File: src/rtl/isr_pkg.sv
`timescale 1ns/1ps
package isr_pkg;
  localparam int XLEN = 32;
  typedef logic [XLEN-1:0] word_t;

  // implemented MSR bits, LSB-numbered
  localparam word_t MSR_IMPL_MASK = 32'h0006_FF30;
  localparam int    PC_LSB_DROP   = 2;
  localparam word_t PC_MASK       = ~word_t'((1 << PC_LSB_DROP) - 1);

  localparam int SEL_W = 3;
  typedef enum logic [SEL_W-1:0] {
    SEL_MSR   = 3'd0,
    SEL_NC_PC = 3'd1,
    SEL_NC_ST = 3'd2,
    SEL_CR_PC = 3'd3,
    SEL_CR_ST = 3'd4
  } spr_sel_e;

  localparam int N_CLASS = 2;
  localparam int CLS_NC  = 0;
  localparam int CLS_CR  = 1;

  // event index = priority (0 highest)
  localparam int EV_CR_TAKE = 0;
  localparam int EV_NC_TAKE = 1;
  localparam int EV_CR_RET  = 2;
  localparam int EV_NC_RET  = 3;
  localparam int N_EV       = 4;
endpackage

File: src/rtl/isr_event_arb.sv
`timescale 1ns/1ps
module isr_event_arb
  import isr_pkg::*;
(
  input  logic [N_EV-1:0] req_i,
  output logic [N_EV-1:0] gnt_o
);
  always_comb begin
    gnt_o = '0;
    for (int i = N_EV - 1; i >= 0; i--) begin
      if (req_i[i]) begin
        gnt_o    = '0;
        gnt_o[i] = 1'b1;
      end
    end
  end

  always_comb begin
    assert_one_grant_R6: assert ($onehot0(gnt_o));
    assert_grant_needs_req_R6: assert ((gnt_o & ~req_i) == '0);
    assert_some_grant_R6: assert ((req_i == '0) || (gnt_o != '0));
  end
endmodule

File: src/rtl/isr_save_pair.sv
`timescale 1ns/1ps
module isr_save_pair
  import isr_pkg::*;
#(
  parameter word_t ST_MASK = MSR_IMPL_MASK
) (
  input  logic  clk_i,
  input  logic  rst_ni,
  input  logic  cap_i,
  input  word_t cap_pc_i,
  input  word_t cap_st_i,
  input  logic  pc_we_i,
  input  logic  st_we_i,
  input  word_t wdata_i,
  output word_t pc_o,
  output word_t st_o
);
  word_t pc_q, st_q;

  always_ff @(posedge clk_i or negedge rst_ni) begin
    if (!rst_ni) begin
      pc_q <= '0;
      st_q <= '0;
    end else if (cap_i) begin
      // capture overrides any software write this cycle
      pc_q <= cap_pc_i & PC_MASK;
      st_q <= cap_st_i & ST_MASK;
    end else begin
      if (pc_we_i) pc_q <= wdata_i & PC_MASK;
      if (st_we_i) st_q <= wdata_i & ST_MASK;
    end
  end

  assign pc_o = pc_q;
  assign st_o = st_q;

  // capture stores the aligned address and the pre-clear state
  assert_cap_R2: assert property (@(posedge clk_i) disable iff (!rst_ni)
    cap_i |=> (pc_o == ($past(cap_pc_i) & PC_MASK)) && (st_o == ($past(cap_st_i) & ST_MASK)));
  // pair holds when neither captured nor written
  assert_hold_R3: assert property (@(posedge clk_i) disable iff (!rst_ni)
    (!cap_i && !pc_we_i && !st_we_i) |=> $stable(pc_o) && $stable(st_o));
  // a write that collides with a capture is lost
  assert_cap_wins_R9: assert property (@(posedge clk_i) disable iff (!rst_ni)
    (cap_i && pc_we_i) |=> pc_o == ($past(cap_pc_i) & PC_MASK));
  assert_aligned_R8: assert property (@(posedge clk_i) disable iff (!rst_ni)
    (pc_o[PC_LSB_DROP-1:0] == '0) && ((st_o & ~ST_MASK) == '0));
endmodule

File: src/rtl/isr_msr_reg.sv
`timescale 1ns/1ps
module isr_msr_reg
  import isr_pkg::*;
#(
  parameter word_t MASK = MSR_IMPL_MASK
) (
  input  logic  clk_i,
  input  logic  rst_ni,
  input  logic  clr_i,
  input  logic  ld_i,
  input  word_t ld_val_i,
  input  logic  we_i,
  input  word_t wdata_i,
  output word_t msr_o
);
  word_t msr_q;

  always_ff @(posedge clk_i or negedge rst_ni) begin
    if (!rst_ni)    msr_q <= '0;
    else if (clr_i) msr_q <= '0;
    else if (ld_i)  msr_q <= ld_val_i & MASK;
    else if (we_i)  msr_q <= wdata_i & MASK;
  end

  assign msr_o = msr_q;

  assert_clear_R2: assert property (@(posedge clk_i) disable iff (!rst_ni)
    clr_i |=> msr_o == '0);
  // restore path
  assert_restore_R4: assert property (@(posedge clk_i) disable iff (!rst_ni)
    (ld_i && !clr_i) |=> msr_o == ($past(ld_val_i) & MASK));
  assert_mask_R8: assert property (@(posedge clk_i) disable iff (!rst_ni)
    (msr_o & ~MASK) == '0);
  assert_idle_hold_R9: assert property (@(posedge clk_i) disable iff (!rst_ni)
    (!clr_i && !ld_i && !we_i) |=> $stable(msr_o));
endmodule

File: src/rtl/irq_save_restore.sv
`timescale 1ns/1ps
module irq_save_restore
  import isr_pkg::*;
#(
  parameter word_t MSR_MASK = MSR_IMPL_MASK
) (
  input  logic             clk_i,
  input  logic             rst_ni,
  input  logic             crit_take_i,
  input  logic             nc_take_i,
  input  logic [XLEN-1:0]  take_pc_i,
  input  logic             crit_ret_i,
  input  logic             nc_ret_i,
  input  logic             spr_we_i,
  input  logic [SEL_W-1:0] spr_sel_i,
  input  logic [XLEN-1:0]  spr_wdata_i,
  output logic [XLEN-1:0]  spr_rdata_o,
  output logic [XLEN-1:0]  msr_o,
  output logic             ret_valid_o,
  output logic [XLEN-1:0]  ret_pc_o
);
  logic [N_EV-1:0] ev_req, ev_gnt;
  word_t           msr;
  word_t           pc_r [N_CLASS];
  word_t           st_r [N_CLASS];
  logic            cap  [N_CLASS];
  logic            any_ret;
  word_t           ret_st, ret_pc_sel;
  logic            ret_valid_q;
  word_t           ret_pc_q;

  assign ev_req[EV_CR_TAKE] = crit_take_i;
  assign ev_req[EV_NC_TAKE] = nc_take_i;
  assign ev_req[EV_CR_RET]  = crit_ret_i;
  assign ev_req[EV_NC_RET]  = nc_ret_i;

  isr_event_arb i_arb (
    .req_i (ev_req),
    .gnt_o (ev_gnt)
  );

  assign cap[CLS_CR] = ev_gnt[EV_CR_TAKE];
  assign cap[CLS_NC] = ev_gnt[EV_NC_TAKE];
  assign any_ret     = ev_gnt[EV_CR_RET] | ev_gnt[EV_NC_RET];
  assign ret_st      = ev_gnt[EV_CR_RET] ? st_r[CLS_CR] : st_r[CLS_NC];
  assign ret_pc_sel  = ev_gnt[EV_CR_RET] ? pc_r[CLS_CR] : pc_r[CLS_NC];

  for (genvar g = 0; g < N_CLASS; g++) begin : g_pair
    localparam spr_sel_e PC_SEL = (g == CLS_CR) ? SEL_CR_PC : SEL_NC_PC;
    localparam spr_sel_e ST_SEL = (g == CLS_CR) ? SEL_CR_ST : SEL_NC_ST;
    logic pc_we, st_we;
    assign pc_we = spr_we_i && (spr_sel_i == PC_SEL);
    assign st_we = spr_we_i && (spr_sel_i == ST_SEL);

    isr_save_pair #(.ST_MASK(MSR_MASK)) i_pair (
      .clk_i    (clk_i),
      .rst_ni   (rst_ni),
      .cap_i    (cap[g]),
      .cap_pc_i (take_pc_i),
      .cap_st_i (msr),
      .pc_we_i  (pc_we),
      .st_we_i  (st_we),
      .wdata_i  (spr_wdata_i),
      .pc_o     (pc_r[g]),
      .st_o     (st_r[g])
    );
  end

  isr_msr_reg #(.MASK(MSR_MASK)) i_msr (
    .clk_i    (clk_i),
    .rst_ni   (rst_ni),
    .clr_i    (cap[CLS_CR] | cap[CLS_NC]),
    .ld_i     (any_ret),
    .ld_val_i (ret_st),
    .we_i     (spr_we_i && (spr_sel_i == SEL_MSR)),
    .wdata_i  (spr_wdata_i),
    .msr_o    (msr)
  );

  always_ff @(posedge clk_i or negedge rst_ni) begin
    if (!rst_ni) begin
      ret_valid_q <= 1'b0;
      ret_pc_q    <= '0;
    end else begin
      ret_valid_q <= any_ret;
      if (any_ret) ret_pc_q <= ret_pc_sel;
    end
  end

  always_comb begin
    unique case (spr_sel_i)
      SEL_MSR:   spr_rdata_o = msr;
      SEL_NC_PC: spr_rdata_o = pc_r[CLS_NC];
      SEL_NC_ST: spr_rdata_o = st_r[CLS_NC];
      SEL_CR_PC: spr_rdata_o = pc_r[CLS_CR];
      SEL_CR_ST: spr_rdata_o = st_r[CLS_CR];
      default:   spr_rdata_o = '0;
    endcase
  end

  assign msr_o       = msr;
  assign ret_valid_o = ret_valid_q;
  assign ret_pc_o    = ret_pc_q;

  assert_crit_ret_R4: assert property (@(posedge clk_i) disable iff (!rst_ni)
    (crit_ret_i && !crit_take_i && !nc_take_i)
      |=> ret_valid_o && (ret_pc_o == $past(pc_r[CLS_CR])));
  assert_nc_ret_R5: assert property (@(posedge clk_i) disable iff (!rst_ni)
    (nc_ret_i && !crit_ret_i && !crit_take_i && !nc_take_i)
      |=> ret_valid_o && (ret_pc_o == $past(pc_r[CLS_NC])));
  assert_no_ret_R6: assert property (@(posedge clk_i) disable iff (!rst_ni)
    (crit_take_i || nc_take_i || (!crit_ret_i && !nc_ret_i)) |=> !ret_valid_o);
  assert_crit_over_nc_R6: assert property (@(posedge clk_i) disable iff (!rst_ni)
    crit_take_i |=> $stable(pc_r[CLS_NC]) || $past(spr_we_i));
  assert_bad_sel_R10: assert property (@(posedge clk_i) disable iff (!rst_ni)
    (spr_sel_i > SEL_W'(SEL_CR_ST)) |-> spr_rdata_o == '0);
endmodule

File: config.mk
export PLATFORM = sky130hd
export DESIGN_NAME = irq_save_restore
export DESIGN_NICKNAME = d
export VERILOG_FILES = /design/src/rtl/isr_pkg.sv /design/src/rtl/isr_event_arb.sv /design/src/rtl/isr_save_pair.sv /design/src/rtl/isr_msr_reg.sv /design/src/rtl/irq_save_restore.sv
export SDC_FILE = /design/constraint.sdc
export NUM_CORES = 1
export LEC_CHECK = 0
export BUFFER_PORTS_ARGS = -buffer_cell sky130_fd_sc_hd__buf_2
export CAP_MARGIN = 25
export CORE_ASPECT_RATIO = 1.5
export CORE_MARGIN = 4
export CORE_UTILIZATION = 30
export CTS_CLUSTER_DIAMETER = 100
export DETAILED_ROUTE_END_ITERATION = 8
export SKIP_LAST_GASP = 1
export SYNTH_ARGS = -nofsm -noshare
export SYNTH_HDL_FRONTEND = slang
export SYNTH_SLANG_ARGS = --single-unit
File: constraint.sdc
create_clock -name clk_i -period 2.3 [get_ports clk_i]
set_clock_uncertainty 0.2 [all_clocks]
set_input_delay 0.46 -clock clk_i [delete_from_list [all_inputs] [get_ports clk_i]]
set_output_delay 0.46 -clock clk_i [all_outputs]
set_load 0.01 [all_outputs]
Yosys cells after proc, flatten, opt, wreduce, memory -nomap -nowiden
Index checks and enable logic that the tools add are counted.
{ "totals": {"register_bits": 193, "latchBits": 0, "mem_bits_rw": 0, "mem_bits_ro": 0, "inputBits": 74, "out_inout_bits": 97, "elab_cells": 42, "mem_count": 0} }
{ "op_classes": {"addsub": 0, "multipliers": 0, "n_div": 0, "magnitude_cmp": 0, "eq_ne": 4, "shift": 0, "muxes": 18, "bitwise_logic": 2, "reduce_logical": 11} }
{ "ops": {"columns": ["operator", "n"], "rows": [
  ["$mux W32", 12],
  ["$pmux W32 S5", 1],
  ["$mux W19", 1],
  ["$mux W4", 4],
  ["$reduce_bool A2 Y1", 4],
  ["$eq A3 B2 Y1 const B", 2],
  ["$logic_and A1 B1 Y1", 5],
  ["$eq A3 B1 Y1 const B", 1],
  ["$eq A3 B3 Y1 const B", 1],
  ["$logic_not A3 Y1", 1],
  ["$reduce_bool A3 Y1", 1],
  ["$or A1 B1 Y1", 2]
]} }

Depth between registers and ports, before layout
Gate-level depths: netlist of run 1.
{ "depth": {"ltp_word": 7, "depth_mapped": 6, "depth_no_buf": 3} }

Hierarchy
Synthesis of run 1 repeated with hierarchy kept, for this count alone.
{ "unflattened": {"hier_cells": 792, "area_unflattened_um2": 8131.5} }
{ "modules_own_cells": {"columns": ["mod", "n_inst", "cells_per_inst", "area_each_um2", "seq_area_each_um2"], "rows": [
  ["isr_save_pair", 2, 205, 2117.0, 1051.0],
  ["irq_save_restore", 1, 304, 3041.7, 825.8],
  ["isr_msr_reg", 1, 74, 817.0, 300.3],
  ["isr_event_arb", 1, 4, 38.8, 0.0]
]} }

Worst setup path before layout of run 1
No wires, ideal clock.
{ "synth_timing": {"path_type": "input -> output", "start": "in spr_sel_i[2]", "end": "out spr_rdata_o[10]", "arrival_time_ns": 1.354, "required_time_ns": 1.640, "path_slack_ns": 0.286, "stages": 5, "n_path_buf": 2, "cell_sequence": "buf_4 > buf_2 > mux2i_1 > a2bb2oi_1 > o22ai_1"} }
{ "synth_between": {"elab_chain_len": 2, "word_cells_on_any_way": 6} }
{ "synth_rtl": {"columns": ["item", "line", "rtl"], "rows": [
  ["start: declaration", "irq_save_restore.sv:15", "input logic [SEL_W-1:0] spr_sel_i,"],
  ["$eq A3 B3 Y1, or another cell as far along", "irq_save_restore.sv:91", "unique case (spr_sel_i)"],
  ["$pmux W32 S5 (*)", "irq_save_restore.sv:91", null],
  ["end: declaration", "irq_save_restore.sv:17", "output logic [XLEN-1:0] spr_rdata_o,"]
]} }
Mark *: on every way between the ends. The rest lies on a longest branch, timed or not.

Final worst setup path of run 1
{ "layout_timing": {"start": "in spr_sel_i[2]", "end": "out spr_rdata_o[17]"} }
The elaborated chain is that of the path after synthesis.

==> results of run 1 <==
[worst reg2reg max path: stages (launching register included)]
cell and delay [ps]:
dfrtp_1 400, and3b_1 180, a21oi_1 130, a311oi_1 100
[placed cells by master (no fill, tap or decap), drive strengths merged, types with 3 or more instances in the layout]
| cell | n |
|---|---|
| a22oi | 32 |
| nand2b | 3 |
| and3b | 10 |
| bufinv | 6 |
| nor2b | 32 |
| clkinv | 3 |
| o21ai | 84 |
| conb | 24 |
| a2bb2oi | 12 |
| buf | 179 |
| dfrtp | 127 |
| nand2 | 42 |
| nor3 | 12 |
| a311oi | 12 |
| a21oi | 69 |
| nor2 | 63 |
| a31oi | 13 |
| mux2i | 126 |
| o22ai | 12 |
| clkbuf | 22 |
[final cells by class]
cell class	count	area [µm²]	area share, %
multi-input combinational	555	3628	40.11
clock inverter	10	206.4	2.282
sequential	127	3178	35.13
antenna	2	5.005	0.05533
timing repair buffer	180	1155	12.77
tap	319	399.1	4.412
clock buffer	22	474.2	5.242
[where the power goes]
part | switching [µW] | internal, µW | total (µW)
logic | 780 | 640 | 1420
registers | 263 | 2550 | 2820
clock network | 1010 | 2120 | 3130
[registers in the layout (all words and copies together) (netlist names)]
register / count
g_pair.i_pair.st_o: 24
i_msr.msr_o: 12
g_pair.i_pair.pc_o: 60
ret_pc_o: 30
ret_valid_o: 1
[path summary, 6_finish.rpt]
check,start,endpoint,slack (ps),cells after the start
min reg2reg,g_pair[1].i_pair.pc_o[17]$_DFFE_PN0P_,ret_pc_o[17]$_DFFE_PN0N_,340,2
min in group asynchronous,rst_ni,g_pair[1].i_pair.pc_o[28]$_DFFE_PN0P_,350,2
max,spr_sel_i[2],spr_rdata_o[17],100,6
max reg2reg,g_pair[0].i_pair.st_o[14]$_DFFE_PN0P_,i_msr.msr_o[14]$_DFFE_PN0P_,1150,3
max in group asynchronous,rst_ni,ret_pc_o[9]$_DFFE_PN0N_,940,3
min,take_pc_i[28],g_pair[1].i_pair.pc_o[28]$_DFFE_PN0P_,70,3
[layer usage]
layer / vias to the layer above / track usage, % / part of all wire [%]
li1: 2920 / - / -
met1: 3013 / 22.05 / 42
met2: 184 / 31.25 / 52
met3: 21 / 3.686 / 4.6
met4: 4 / 5.283 / 1.7
met5: - / 0 / 0.11
[logic make-up after synthesis]
| logic type | Yosys count |
|---|---|
| AO/OA/AOI/OAI | 234 |
| flip-flops | 127 |
| AND/OR/NAND/NOR | 171 |
| other | 1 |
| multiplexers | 126 |
| buffers and inverters | 92 |
[metrics by stage]
| stage | cell area (µm²) | hold WS, ps | power [µW] |
|---|---|---|---|
| finish | 9046 | 67.15 | 7368 |
| global route | 9044 | 68.37 | 7726 |
| CTS | 9041 | 46.75 | 7454 |
| detailed placement | 8351 | 225.9 | 4289 |
| global placement | 8351 | 222.9 | 4255 |
| floorplan | 7307 | -35.59 | 3667 |
==> summary.txt, run 1 <==
grt total ovfl: 0
via count: 6142
Seq/Total Area, Yosys: 44.01%
GP Congestion: 0.7941
unrepaired setup endpoints after global routing: false
worst-path cell chain: buf_2 -> buf_12 -> mux2i_1 -> a2bb2oi_1 -> o22ai_1 -> buf_2
via count of the first global-routing pass: 6107
ranking of synthesized cells by area: dfrtp_1 (44%), mux2i_1 (17%), a21oi_1 (4.8%)
Worst EP arrival: 1540 ps
largest area contributor in the netlist: dfrtp_1
largest net degree at the start of global routing: 80
CP max-delay cell: a2bb2oi_1
Most used DFF post-synth: dfrtp_1
fin crit share: 95.75%
mux contribution to synthesized area: 17.47%
peak supply drop: 0.0004913 V
H-tree depth: 4
CTS Root Cell: clkbuf_16
Final setup viols: 0
post-cts resize count: 0
Rows: 69
post-synthesis cell area: 7221 µm²
Post-Synth XOR/XNOR Area: 0%
Fin Setup TNS: 0 ps
Mapped Cells: 751
simple-gate share of the synthesized area: 12.15%
P&R area growth vs syn: 25.28%
Distinct cells, synth: 31
CP startpoint kind: input pin
CP required: 1640 ps
setup ws final: 97.75 ps
pre-CTS setup slack: 100.7 ps
layout cell share with drive strength beyond 1: 24.38%
DR DRC count: 0
CTS Buffer Depth: 2
Iteration-0 DRC Markers: 338
worst skew pair latency: 410 ps
CTS tree: done
die height: 198.0 µm
Non-Filler Instances: 1215
fmax: 454.1 MHz
top-count cell post-synth: dfrtp_1
crit path time final: 2202 ps
CTS clk-pin slew, worst paths: 60 ps
Post-synth EDFFs: 0
first-pass GRT wire length: 36.38 mm
Max Cap Viol: 0
core area: 23740 µm²
final wirelength: 23.73 mm
drt pass-1 iters: 4
CTS Hold Bufs: 1
initial core utilization: 30.41%
Final Max Tran Viols: 0
Antenna Violating Nets Remaining: 0
Sink Count: 127
Synth Warn #: 0
most frequent cell on the critical path: buf_2
commonest cells in the netlist: dfrtp_1 (127), mux2i_1 (126), a21oi_1 (69)
die area: 26670 µm²
routed len/inst: 19.53 µm
WP buf/inv: 3
# IOs: 171
post-synth top area share: 44.01%
combinational family with the most area after synthesis: compound AO/OA/AOI/OAI gates
post-synthesis average cell area: 9.615 µm²
Post-Synth Adder-Cell Area: 0%
Worst path max stage delay: 240 ps
Min-Delay Path Class: in -> reg
status: finished, final reports clean
Yosys reg bits: 127
Setup Buffers After CTS: 0
final core utilization: 38.10%
WS Path Type: in -> out
ys async rst share: 100.0%
power per cell area: 814.5 nW/µm²
initial antenna violation count: 3
CTS buffer count: 17
fin nets: 955
Vias/cell: 5.055
HPWL after DPL: 16.46 mm
PortBufs: 142
CP max FO: 9
Setup crit end kind: primary output
Synth Area in Compound Gates: 19.01%
DP Cell Count: 1180
CP delay by family, top: buffers and inverters
FILL cells: 2378
Fin. Hold Viols: 0
leakage: 0.004204 µW
Die W: 134.7 µm
Tot GR Track Use: 17.83%
Power figures use the tool's default switching activity.
==> run 2, diff against run 1 <==
--- a/config.mk
+++ b/config.mk
@@ -12,7 +12,6 @@
 export CORE_UTILIZATION = 30
 export CTS_CLUSTER_DIAMETER = 100
 export DETAILED_ROUTE_END_ITERATION = 8
-export SKIP_LAST_GASP = 1
 export SYNTH_ARGS = -nofsm -noshare
 export SYNTH_HDL_FRONTEND = slang
 export SYNTH_SLANG_ARGS = --single-unit
==> constraint.sdc (replaced) <==
create_clock -name clk_i -period 2.8 [get_ports clk_i]
set_clock_uncertainty 0.2 [all_clocks]
set_input_delay 0.56 -clock clk_i [delete_from_list [all_inputs] [get_ports clk_i]]
set_output_delay 0.56 -clock clk_i [all_outputs]
set_load 0.01 [all_outputs]
==> run 2 against run 1 <==
  * Die area stayed put
  * Wire length is 1.1% higher
  * Via count is 1.1% higher
  * Combinational power is 19% lower
  * Final area is 2.1% lower
  * Largest power group is now registers
  * Flip-flop and latch count stayed put
  * Clock-buffer cell count is 2 lower
  * Sequential power is 18% lower
  * Register-to-register slack better by 480 ps
  * Clock power is 27% lower
  * Sequential share of layout area is 0.74 points higher
  * Core utilization is 0.79 points lower
==> summary.txt, run 2 (synthesis results as in run 1) <==
layout cell share with drive strength beyond 1: 24.27%
largest net degree at the start of global routing: 50
initial core utilization: 30.41%
HPWL after DPL: 16.39 mm
most frequent cell on the critical path: buf_2
most frequent cells in the layout: buf_2 (141), dfrtp_1 (127), mux2i_1 (126)
final total power: 5739 µW
Die W: 134.7 µm
crit path time final: 2532 ps
CP required: 2040 ps
post-cts resize count: 0
initial antenna violation count: 4
Tot GR Track Use: 18.05%
Min-Delay Path Class: in -> reg
met3 routed wirelength: 1.538 mm
Switching Share: 30.43%
GP Congestion: 0.8135
fin crit share: 90.43%
Gate power share: 20.0%
WP buf/inv: 3
Iteration-0 DRC Markers: 484
CP max-delay cell: buf_2
fin nets: 951
unrepaired setup endpoints after global routing: false
fmax: 394.9 MHz
Fin. Hold Viols: 0
routed len/inst: 19.83 µm
CP max FO: 14
Design Area, Final: 8860 µm²
Hold Path Cell Cnt: 3
status: finished, final reports clean
Max Cap Viol: 0
FF-to-FF setup slack: 1630 ps
Switch Pwr: 1747 µW
first-pass GRT wire length: 36.87 mm
Rows: 69
DP Area: 8245 µm²
Final setup viols: 0
relative slew slack: 65.06%
DR DRC count: 0
CTS tree: done
die area: 26670 µm²
P&R area growth vs syn: 22.70%
worst r2r path cells: 3
via count of the first global-routing pass: 6172
CTS clk-pin slew, worst paths: 60 ps
M1 WL: 9.674 mm
Setup crit end kind: primary output
die height: 198.0 µm
H-tree depth: 4
CP delay by family, top: buffers and inverters
CTS Root Cell: clkbuf_16
top layer in use: met5
WS Path Type: in -> out
Antenna Violating Nets Remaining: 0
clock share of power: 39.6%
Vias/cell: 5.134
hold_ws: 159.7 ps
sequential share of power: 40.4%
CTS buffer count: 17
Largest register FFs: 60
power per cell area: 647.8 nW/µm²
Slew @ Worst Pin: 524.0 ps
worst-path cell chain: buf_2 -> buf_4 -> mux2i_1 -> a2bb2oi_1 -> o22ai_1 -> buf_2
drt pass-1 iters: 6
Fin Setup TNS: 0 ps
final core utilization: 37.32%
Worst EP arrival: 1770 ps
CTS Buffer Depth: 2
core area: 23740 µm²
peak supply drop: 0.0004119 V
Sink Count: 127
worst skew pair latency: 430 ps
via count: 6212
stages on the worst setup path: 6
internal power: 3993 µW
CP startpoint kind: input pin
grt total ovfl: 0
final wirelength: 23.99 mm
# IOs: 171
met2 routed WL: 12.28 mm
Final Max Tran Viols: 0
PortBufs: 142
leakage: 0.004111 µW
Worst path max stage delay: 350 ps
commonest non-fill, non-tap cell in the layout: buf_2
==> run 2: cell types whose count changed in the layout (fill, tap and decap cells not counted), sizes merged, moves of 2 or more <==
| cell | change |
|---|---|
| buf | -4 |
| bufinv | -4 |
| clkbuf | -2 |
| clkinv | +2 |
| clkinvlp | +3 |
==> run 2: per-layer routing <==
metal | global-route usage, % | vias up
li1 | - | 2920
met1 | 22.44 | 3043
met2 | 30.47 | 214
met3 | 4.448 | 31
met4 | 6.302 | 4
met5 | 0 | -
==> run 2: worst paths after layout <==
check                                                 startpoint                               endpoint
setup / recovery                                    spr_sel_i[2]                        spr_rdata_o[17]
hold / removal                                     take_pc_i[24]  g_pair[1].i_pair.pc_o[24]$_DFFE_PN0P_
setup reg to reg           g_pair[0].i_pair.st_o[14]$_DFFE_PN0P_            i_msr.msr_o[14]$_DFFE_PN0P_
hold reg to reg             g_pair[1].i_pair.pc_o[5]$_DFFE_PN0P_                ret_pc_o[5]$_DFFE_PN0N_
max in group asynchronous                                 rst_ni               ret_pc_o[22]$_DFFE_PN0N_
min in group asynchronous                                 rst_ni  g_pair[0].i_pair.pc_o[28]$_DFFE_PN0P_
==> run 2: final cells by class <==
| cell class | instances | area, µm² |
|---|---|---|
| multi-input combinational | 555 | 3628 |
| tap | 319 | 399.1 |
| clock inverter | 12 | 135.1 |
| fill | 2438 | 14880 |
| timing repair buffer | 176 | 1050 |
| antenna | 1 | 2.502 |
| clock buffer | 20 | 466.7 |
| sequential | 127 | 3178 |
==> run 2: worst reg2reg max path, cell delays in order, from the launching register on <==
cell      delay (ps)
dfrtp_1          390
and3b_1          170
a21oi_1           40
a311oi_1         270
==> run 2: timing repair <==
| action | in CTS | in global routing |
|---|---|---|
| endpoints found under the hold margin | 29 | 0 |
| buffers inserted | 0 | 0 |
| hold buffers | 1 | 0 |
==> run 2: through the flow <==
step / std cells / worst slack [ps]
floorplan: 774 / 586.0
global placement: 1176 / 269.9
detailed placement: 1176 / 280.9
CTS: 1209 / 276.8
global route: 1210 / 181.6
finish: 1210 / 267.9
==> run 2: power by group through the flow <==
stage / combinational, µW / clock, µW / sequential [µW]
floorplan: 673 / 0 / 2340
global placement: 1140 / 0 / 2340
detailed placement: 1160 / 0 / 2340
CTS: 1170 / 2310 / 2310
global route: 1280 / 2390 / 2360
finish: 1150 / 2270 / 2320
